$ cat src/rtl/lmb_pkg.sv
package lmb_pkg;

  typedef enum logic [2:0] {
    ST_READY    = 3'd0,
    ST_WB_REQ   = 3'd1,
    ST_WB       = 3'd2,
    ST_WB_END   = 3'd3,
    ST_FILL_REQ = 3'd4,
    ST_FILL     = 3'd5
  } lmb_state_e;

endpackage

$ cat src/rtl/lmb_line_ram.sv
module lmb_line_ram #(
  parameter int WORD_W = 32,
  parameter int DEPTH  = 32,
  localparam int AW    = $clog2(DEPTH),
  localparam int BYTES = WORD_W / 8
) (
  input  logic              clk,
  input  logic [BYTES-1:0]  we,
  input  logic [AW-1:0]     waddr,
  input  logic [WORD_W-1:0] wdata,
  input  logic              re,
  input  logic [AW-1:0]     raddr,
  output logic [WORD_W-1:0] rdata
);

  // one byte-wide array per lane so that each maps onto a RAM with its own write enable
  for (genvar b = 0; b < BYTES; b++) begin : g_lane
    logic [7:0] mem [DEPTH];
    logic [7:0] q;

    always_ff @(posedge clk) begin
      if (we[b]) mem[waddr] <= wdata[8*b +: 8];
      if (re)    q <= mem[raddr];
    end

    assign rdata[8*b +: 8] = q;
  end

endmodule

$ cat src/rtl/lmb_ctrl.sv
module lmb_ctrl
  import lmb_pkg::*;
#(
  parameter int LINE_WORDS = 32,
  parameter int TAG_W      = 25,
  parameter int BYTES      = 4,
  localparam int OFF_W     = $clog2(LINE_WORDS)
) (
  input  logic              clk,
  input  logic              rst,
  input  logic              t_valid,
  input  logic              t_write,
  input  logic [TAG_W-1:0]  t_tag,
  input  logic [OFF_W-1:0]  t_word,
  input  logic [BYTES-1:0]  t_be,
  input  logic              t_last,
  output logic              t_ready,
  output logic              t_rvalid,
  output logic              m_req,
  output logic              m_we,
  output logic [TAG_W-1:0]  m_line,
  input  logic              m_gnt,
  input  logic              m_fill_valid,
  output logic              m_wb_valid,
  output logic [BYTES-1:0]  ram_we,
  output logic [OFF_W-1:0]  ram_waddr,
  output logic              ram_fill,
  output logic              ram_re,
  output logic [OFF_W-1:0]  ram_raddr
);

  localparam logic [OFF_W-1:0] LAST_IDX = OFF_W'(LINE_WORDS - 1);

  lmb_state_e       state;
  logic             buf_valid;
  logic             buf_dirty;
  logic [TAG_W-1:0] buf_tag;
  logic [OFF_W-1:0] cnt;
  logic             hit;
  logic             acc;

  assign hit     = buf_valid && (buf_tag == t_tag);
  assign t_ready = (state == ST_READY) && hit;
  assign acc     = t_ready && t_valid;

  // line store port steering: fill beats win the write port, write-back owns the read port
  always_comb begin
    ram_fill  = (state == ST_FILL);
    ram_we    = '0;
    ram_waddr = t_word;
    if (state == ST_FILL) begin
      ram_waddr = cnt;
      if (m_fill_valid) ram_we = '1;
    end else if (acc && t_write) begin
      ram_we = t_be;
    end
    ram_re    = (state == ST_WB) || (acc && !t_write);
    ram_raddr = (state == ST_WB) ? cnt : t_word;
  end

  always_ff @(posedge clk) begin
    if (rst) begin
      state      <= ST_READY;
      buf_valid  <= 1'b0;
      buf_dirty  <= 1'b0;
      buf_tag    <= '0;
      cnt        <= '0;
      m_req      <= 1'b0;
      m_we       <= 1'b0;
      m_line     <= '0;
      m_wb_valid <= 1'b0;
      t_rvalid   <= 1'b0;
    end else begin
      t_rvalid   <= acc && !t_write;
      m_wb_valid <= (state == ST_WB);
      unique case (state)
        ST_READY: begin
          if (t_valid) begin
            if (hit) begin
              if (t_write) buf_dirty <= 1'b1;
              if (t_last) begin
                if (t_write || buf_dirty) begin
                  state  <= ST_WB_REQ;
                  m_req  <= 1'b1;
                  m_we   <= 1'b1;
                  m_line <= buf_tag;
                end else begin
                  buf_valid <= 1'b0;
                end
              end
            end else if (buf_valid && buf_dirty) begin
              state  <= ST_WB_REQ;
              m_req  <= 1'b1;
              m_we   <= 1'b1;
              m_line <= buf_tag;
            end else begin
              state     <= ST_FILL_REQ;
              buf_valid <= 1'b0;
              m_req     <= 1'b1;
              m_we      <= 1'b0;
              m_line    <= t_tag;
            end
          end
        end
        ST_WB_REQ: begin
          if (m_gnt) begin
            m_req <= 1'b0;
            cnt   <= '0;
            state <= ST_WB;
          end
        end
        ST_WB: begin
          cnt <= cnt + 1'b1;
          if (cnt == LAST_IDX) state <= ST_WB_END;
        end
        ST_WB_END: begin
          buf_valid <= 1'b0;
          buf_dirty <= 1'b0;
          state     <= ST_READY;
        end
        ST_FILL_REQ: begin
          if (m_gnt) begin
            m_req <= 1'b0;
            cnt   <= '0;
            state <= ST_FILL;
          end
        end
        ST_FILL: begin
          if (m_fill_valid) begin
            cnt <= cnt + 1'b1;
            if (cnt == LAST_IDX) begin
              buf_valid <= 1'b1;
              buf_dirty <= 1'b0;
              buf_tag   <= m_line;
              state     <= ST_READY;
            end
          end
        end
        default: state <= ST_READY;
      endcase
    end
  end

  // consecutive write-back beat counter used by the length check
  logic [OFF_W:0] wb_run;
  always_ff @(posedge clk) begin
    if (rst)             wb_run <= '0;
    else if (m_wb_valid) wb_run <= wb_run + 1'b1;
    else                 wb_run <= '0;
  end


  req_hold_chk: assert property (@(posedge clk) disable iff (rst)
    (m_req && !m_gnt) |=> (m_req && $stable(m_line) && $stable(m_we)));


  req_drop_chk: assert property (@(posedge clk) disable iff (rst)
    (m_req && m_gnt) |=> !m_req);


  req_wb_excl_chk: assert property (@(posedge clk) disable iff (rst)
    m_wb_valid |-> !m_req);


  no_ready_in_fetch_chk: assert property (@(posedge clk) disable iff (rst)
    (m_req || state == ST_FILL) |-> !t_ready);


  wb_len_chk: assert property (@(posedge clk) disable iff (rst)
    $fell(m_wb_valid) |-> (wb_run == (OFF_W+1)'(LINE_WORDS)));


  clean_no_store_chk: assert property (@(posedge clk) disable iff (rst)
    (m_req && m_we) |-> buf_dirty);


  read_resp_chk: assert property (@(posedge clk) disable iff (rst)
    (t_valid && t_ready && !t_write) |=> t_rvalid);

endmodule

$ cat src/rtl/line_merge_buf.sv
module line_merge_buf #(
  parameter int WADDR_W    = 30,
  parameter int WORD_W     = 32,
  parameter int LINE_WORDS = 32,
  localparam int OFF_W     = $clog2(LINE_WORDS),
  localparam int TAG_W     = WADDR_W - OFF_W,
  localparam int BYTES     = WORD_W / 8
) (
  input  logic               clk,
  input  logic               rst,
  input  logic               t_valid,
  input  logic               t_write,
  input  logic [WADDR_W-1:0] t_waddr,
  input  logic [WORD_W-1:0]  t_wdata,
  input  logic [BYTES-1:0]   t_be,
  input  logic               t_last,
  output logic               t_ready,
  output logic               t_rvalid,
  output logic [WORD_W-1:0]  t_rdata,
  output logic               m_req,
  output logic               m_we,
  output logic [TAG_W-1:0]   m_line,
  input  logic               m_gnt,
  input  logic               m_fill_valid,
  input  logic [WORD_W-1:0]  m_fill_data,
  output logic               m_wb_valid,
  output logic [WORD_W-1:0]  m_wb_data
);

  logic [BYTES-1:0]  ram_we;
  logic [OFF_W-1:0]  ram_waddr;
  logic              ram_fill;
  logic              ram_re;
  logic [OFF_W-1:0]  ram_raddr;
  logic [WORD_W-1:0] ram_wdata;
  logic [WORD_W-1:0] ram_q;

  lmb_ctrl #(
    .LINE_WORDS (LINE_WORDS),
    .TAG_W      (TAG_W),
    .BYTES      (BYTES)
  ) u_ctrl (
    .clk          (clk),
    .rst          (rst),
    .t_valid      (t_valid),
    .t_write      (t_write),
    .t_tag        (t_waddr[WADDR_W-1:OFF_W]),
    .t_word       (t_waddr[OFF_W-1:0]),
    .t_be         (t_be),
    .t_last       (t_last),
    .t_ready      (t_ready),
    .t_rvalid     (t_rvalid),
    .m_req        (m_req),
    .m_we         (m_we),
    .m_line       (m_line),
    .m_gnt        (m_gnt),
    .m_fill_valid (m_fill_valid),
    .m_wb_valid   (m_wb_valid),
    .ram_we       (ram_we),
    .ram_waddr    (ram_waddr),
    .ram_fill     (ram_fill),
    .ram_re       (ram_re),
    .ram_raddr    (ram_raddr)
  );

  assign ram_wdata = ram_fill ? m_fill_data : t_wdata;

  lmb_line_ram #(
    .WORD_W (WORD_W),
    .DEPTH  (LINE_WORDS)
  ) u_ram (
    .clk   (clk),
    .we    (ram_we),
    .waddr (ram_waddr),
    .wdata (ram_wdata),
    .re    (ram_re),
    .raddr (ram_raddr),
    .rdata (ram_q)
  );

  // the store's registered output feeds both data outputs; their valids never overlap
  assign t_rdata   = ram_q;
  assign m_wb_data = ram_q;

endmodule

$ cat config.mk
export PLATFORM = sky130hd
export DESIGN_NAME = line_merge_buf
export DESIGN_NICKNAME = d
export VERILOG_FILES = /design/src/rtl/lmb_pkg.sv /design/src/rtl/lmb_line_ram.sv /design/src/rtl/lmb_ctrl.sv /design/src/rtl/line_merge_buf.sv
export SDC_FILE = /design/constraint.sdc
export NUM_CORES = 2
export LEC_CHECK = 0
export BUFFER_PORTS_ARGS = -buffer_cell sky130_fd_sc_hd__buf_2
export CORE_ASPECT_RATIO = 0.9
export CORE_MARGIN = 1
export CORE_UTILIZATION = 30
export CTS_CLUSTER_DIAMETER = 80
export DETAILED_ROUTE_END_ITERATION = 10
export GPL_TIMING_DRIVEN = 0
export PLACE_DENSITY = 0.51
export SETUP_SLACK_MARGIN = 0.3
export SKIP_CTS_REPAIR_TIMING = 1
export SLEW_MARGIN = 0
export SYNTH_ARGS = -nofsm -noshare
export SYNTH_HDL_FRONTEND = slang
export SYNTH_SLANG_ARGS = --single-unit
$ cat constraint.sdc
create_clock -name clk -period 6.37 [get_ports clk]
set_input_delay 1.274 -clock clk [delete_from_list [all_inputs] [get_ports clk]]
set_output_delay 1.274 -clock clk [all_outputs]
set_load 0.02 [all_outputs]
==> qor.yml <==
detailed_routing:
  routed-via-count: 34470
  dr.pass1.iters: 6
  wl_per_cell_um: 32.53
  routed_wirelength_um: 198000
  ant_nets: 0
  remaining_drc_errors: 0
  initialDrtViolationCount: 4765
  viasPerCell: 5.663
critical_path:
  r2r-end: "u_ram.g_lane[0].mem[30][7]"
  required_ns: 6.76
  critPathMostFrequentCell: "sky130_fd_sc_hd__buf_4"
  worst_r2r_startpoint: "u_ctrl.cnt[1]"
  timing_worst_setup_path_type: "reg -> reg"
  crit_path_cell_trace: "buf_4 -> buf_4 -> buf_4 -> buf_4 -> buf_1 -> nand2_1 -> o21ai_1 -> nand2_1 -> nor2_1"
  endpoint_kind: "register"
  worst_path_max_delay_cell: "sky130_fd_sc_hd__nor2_1"
  r2r_setup_slack_ns: 1.17
  critical_path.startpoint_type: "register"
  timing.critical_path.arrival_ns: 5.59
  crit_path_max_fanout: 10
  cp_slowest_stage_delay_ns: 1.17
  worst-r2r-cell-count: 9
yosys:
  synth_top_area_share_pct: 64.49
  yosys.cell_count.top_type: "sky130_fd_sc_hd__edfxtp_1"
  syn-num-nets: 3612
  synth.largest_area_cell: "sky130_fd_sc_hd__edfxtp_1"
  ys_seq_area_share_pct: 67.09
  synth.area.top_cells: "sky130_fd_sc_hd__edfxtp_1 (64%), sky130_fd_sc_hd__mux2i_1 (5.5%), sky130_fd_sc_hd__mux4_2 (4.9%)"
  asyncSetResetFlopFracSynth_pct: 0
  number_of_synthesized_flops_with_an_enable_pin: 1056
  synth.cell_area_mm2: 0.04917
  synth.ff_latch_count: 1120
  synth.distinct_cells: 62
  synth.yosys.warnings: 0
  netlist_top_cells_count: "sky130_fd_sc_hd__edfxtp_1 (1056), sky130_fd_sc_hd__nand2_1 (490), sky130_fd_sc_hd__mux2i_1 (268)"
  ys_dominant_reg_cell: "sky130_fd_sc_hd__edfxtp_1"
  netlist_instances: 3505
  synthesis.area_per_instance_um2: 14.03
timing:
  final_max_slew_viol_count: 8
  headroom_to_the_max_slew_limit_pct: -13.40
  fin_worst_skew_ns: 0.03550
  final.min_clock_period_ns: 5.196
  hold_slack_ns: 0.4510
  fin_tns_setup_ns: 0
  report.final.setup_viol: 0
  hold_viol_final: 0
  worst-slew-pin-transition_ns: 1.679
  fmax_mhz: 192.5
  min_period_over_period_pct: 81.57
  setup_repair_after_global_routing_missed_its_margin: "no"
place:
  hpwl_um: 140700
  io_buffer_count: 194
  gp_routability_congestion: 0.9912
  placedCellCount: 5848
outcome:
  run_status: "finished, violations left"
  violations: "max-capacitance violations, max-slew violations"
grt:
  maximum_number_of_pins_on_one_net_before_global_route_repair: 33
  grt.total_usage_pct: 23.38
  grt_pass1_vias: 32140
  initial_antenna_violation_count: 17
  grt_pass1_wl_um: 265000
  grt.overflow.total: 0
cells_and_area:
  area.sequential_mm2: 0.03299
  fin_nets: 3958
  fillers: 15760
  multi_input_comb_area_mm2: 0.01483
  finalNonFillerCells: 6086
  drive_gt1_share_pct: 19.36
  synthToLayoutAreaGrowth_pct: 16.47
die:
  floorplan.core_area_mm2: 0.1622
  floorplan.initialDensity_pct: 30.31
  design.portCount: 199
  die_x_um: 428.8
  core.rowCount: 140
  die_y_um: 386.1
  die_area_mm2: 0.1655
clock_tree:
  tritoncts.num_buffers: 130
  clock_tree_from_tritoncts: "built"
  insertion_delay_ns: 0.80
  clk_pin_slew_ns: 0.06
  cts.sink_count: 1120
  cts_buffer_depth: 3
  cts_root_buffer: "sky130_fd_sc_hd__clkbuf_16"
  cts_max_level: 4
worst_hold_path:
  hp-class: "reg -> reg"
  holdCritStartpoint: "u_ctrl.m_req"
  worstHoldPathCells: 2
  worst_hold_path.endpoint: "u_ctrl.m_req"
power_and_ir_drop:
  p_sw_mw: 4.290
  combinationalPowerShare_pct: 8.2
  cellLeakagePower_nw: 18.38
  p_int_mw: 12.60
  seq_power_share_pct: 48.4
  pwr-share-clk_pct: 43.4
  p_sw_share_pct: 25.40
  ir_worst_vdd_v: 0.0002902
  power-per-cell-area_mw_per_mm2: 295.0
run:
  max_cap_viol_count: 2
[layout make-up]
cell class	instances	area share, %
Tap cell	2130	4.654
Clock inverter	77	1.280
Buffer	284	2.427
Inverter	8	0.05243
Clock buffer	156	5.905
Multi-Input combinational cell	2093	25.89
Antenna cell	4	0.01748
Sequential cell	1120	57.61
Timing Repair Buffer	214	2.163
[power by group through the flow]
stage	clock network (mW)	logic, mW	registers [mW]
finish	7.33	1.39	8.18
CTS	7.38	1.36	8.18
global route	7.63	1.42	8.18
detailed placement	0	1.35	8.33
global placement	0	1.34	8.33
floorplan	0	0.631	8.35
[cell families after synthesis]
family / Yosys count / share of synthesized area (%)
fa+ha+maj: 2 / 0.05088
flops: 1120 / 67.09
buf+inv: 292 / 2.885
simple gates: 920 / 7.977
compound gates: 679 / 9.099
xor+xnor: 28 / 0.4987
mux: 464 / 12.39
[how the worst max path moves through the flow]
stage                     cells past startpoint  slack [ns]     startpoint                          to
after floorplan                               5        1.43    t_waddr[22]        u_ram.g_lane[0].q[0]
after global placement                        6       -2.43    t_waddr[12]        u_ram.g_lane[2].q[5]
after detailed placement                      8        0.64     t_waddr[8]  u_ram.g_lane[3].mem[28][4]
after CTS                                     9        1.32  u_ctrl.cnt[1]  u_ram.g_lane[0].mem[30][7]
after global routing                          9        1.19  u_ctrl.cnt[1]   u_ram.g_lane[3].mem[6][7]
final                                         9        1.17  u_ctrl.cnt[1]  u_ram.g_lane[0].mem[30][7]
[stage by stage]
step | area, µm² | setup slack, ns | power (mW) | util [%]
4_1_cts | 57240 | 1.321 | 16.91 | 35.29
3_3_place_gp | 52810 | -2.432 | 9.672 | 32.56
2_1_floorplan | 49170 | 1.432 | 8.984 | -
3_5_place_dp | 53120 | 0.6448 | 9.686 | 32.75
6_report | 57270 | 1.174 | 16.89 | 35.31
5_1_grt | 57260 | 1.191 | 17.23 | 35.30
[critical path, delay by kind of cell (launching register included)]
family          cells  cell delay [ns]
buf+inv             5             1.89
compound gates      1             0.92
simple gates        3             1.61
flops               1             0.33
[layout by cell type, fill, tap and decap left out, types with 27 or more instances in the layout]
| master | count |
|---|---|
| sky130_fd_sc_hd__mux4_2 | 106 |
| sky130_fd_sc_hd__mux2_2 | 89 |
| sky130_fd_sc_hd__a31oi_1 | 41 |
| sky130_fd_sc_hd__buf_2 | 266 |
| sky130_fd_sc_hd__o21ai_0 | 82 |
| sky130_fd_sc_hd__o22ai_1 | 99 |
| sky130_fd_sc_hd__buf_4 | 56 |
| sky130_fd_sc_hd__clkinv_1 | 27 |
| sky130_fd_sc_hd__clkbuf_1 | 161 |
| sky130_fd_sc_hd__nand2_1 | 490 |
| sky130_fd_sc_hd__nor2_1 | 173 |
| sky130_fd_sc_hd__nand3_1 | 124 |
| sky130_fd_sc_hd__mux2i_1 | 268 |
| sky130_fd_sc_hd__a21oi_1 | 207 |
| sky130_fd_sc_hd__clkbuf_16 | 131 |
| sky130_fd_sc_hd__a211oi_1 | 53 |
| sky130_fd_sc_hd__edfxtp_1 | 1056 |
| sky130_fd_sc_hd__dfxtp_1 | 64 |
[routing by layer]
layer	up-vias	share of wire, %	global-route usage (%)	wire [µm]
met5	-	0.023	0	46
li1	14300	-	-	-
met3	342	9.8	4.750	19390
met4	6	4.5	10.16	8908
met1	17800	41	32.02	81960
met2	2016	44	35.93	87700
[flip-flops by register name, summed over array words and instances (netlist names)]
signal,flops
u_ctrl.buf_dirty,1
u_ctrl.buf_tag,25
u_ctrl.buf_valid,1
u_ctrl.cnt,5
u_ctrl.m_line,25
u_ctrl.m_req,1
u_ctrl.m_wb_valid,1
u_ctrl.m_we,1
u_ctrl.state,3
u_ctrl.t_rvalid,1
u_ram.g_lane.mem,1024
u_ram.g_lane.q,32
Power figures use the tool's default switching activity.
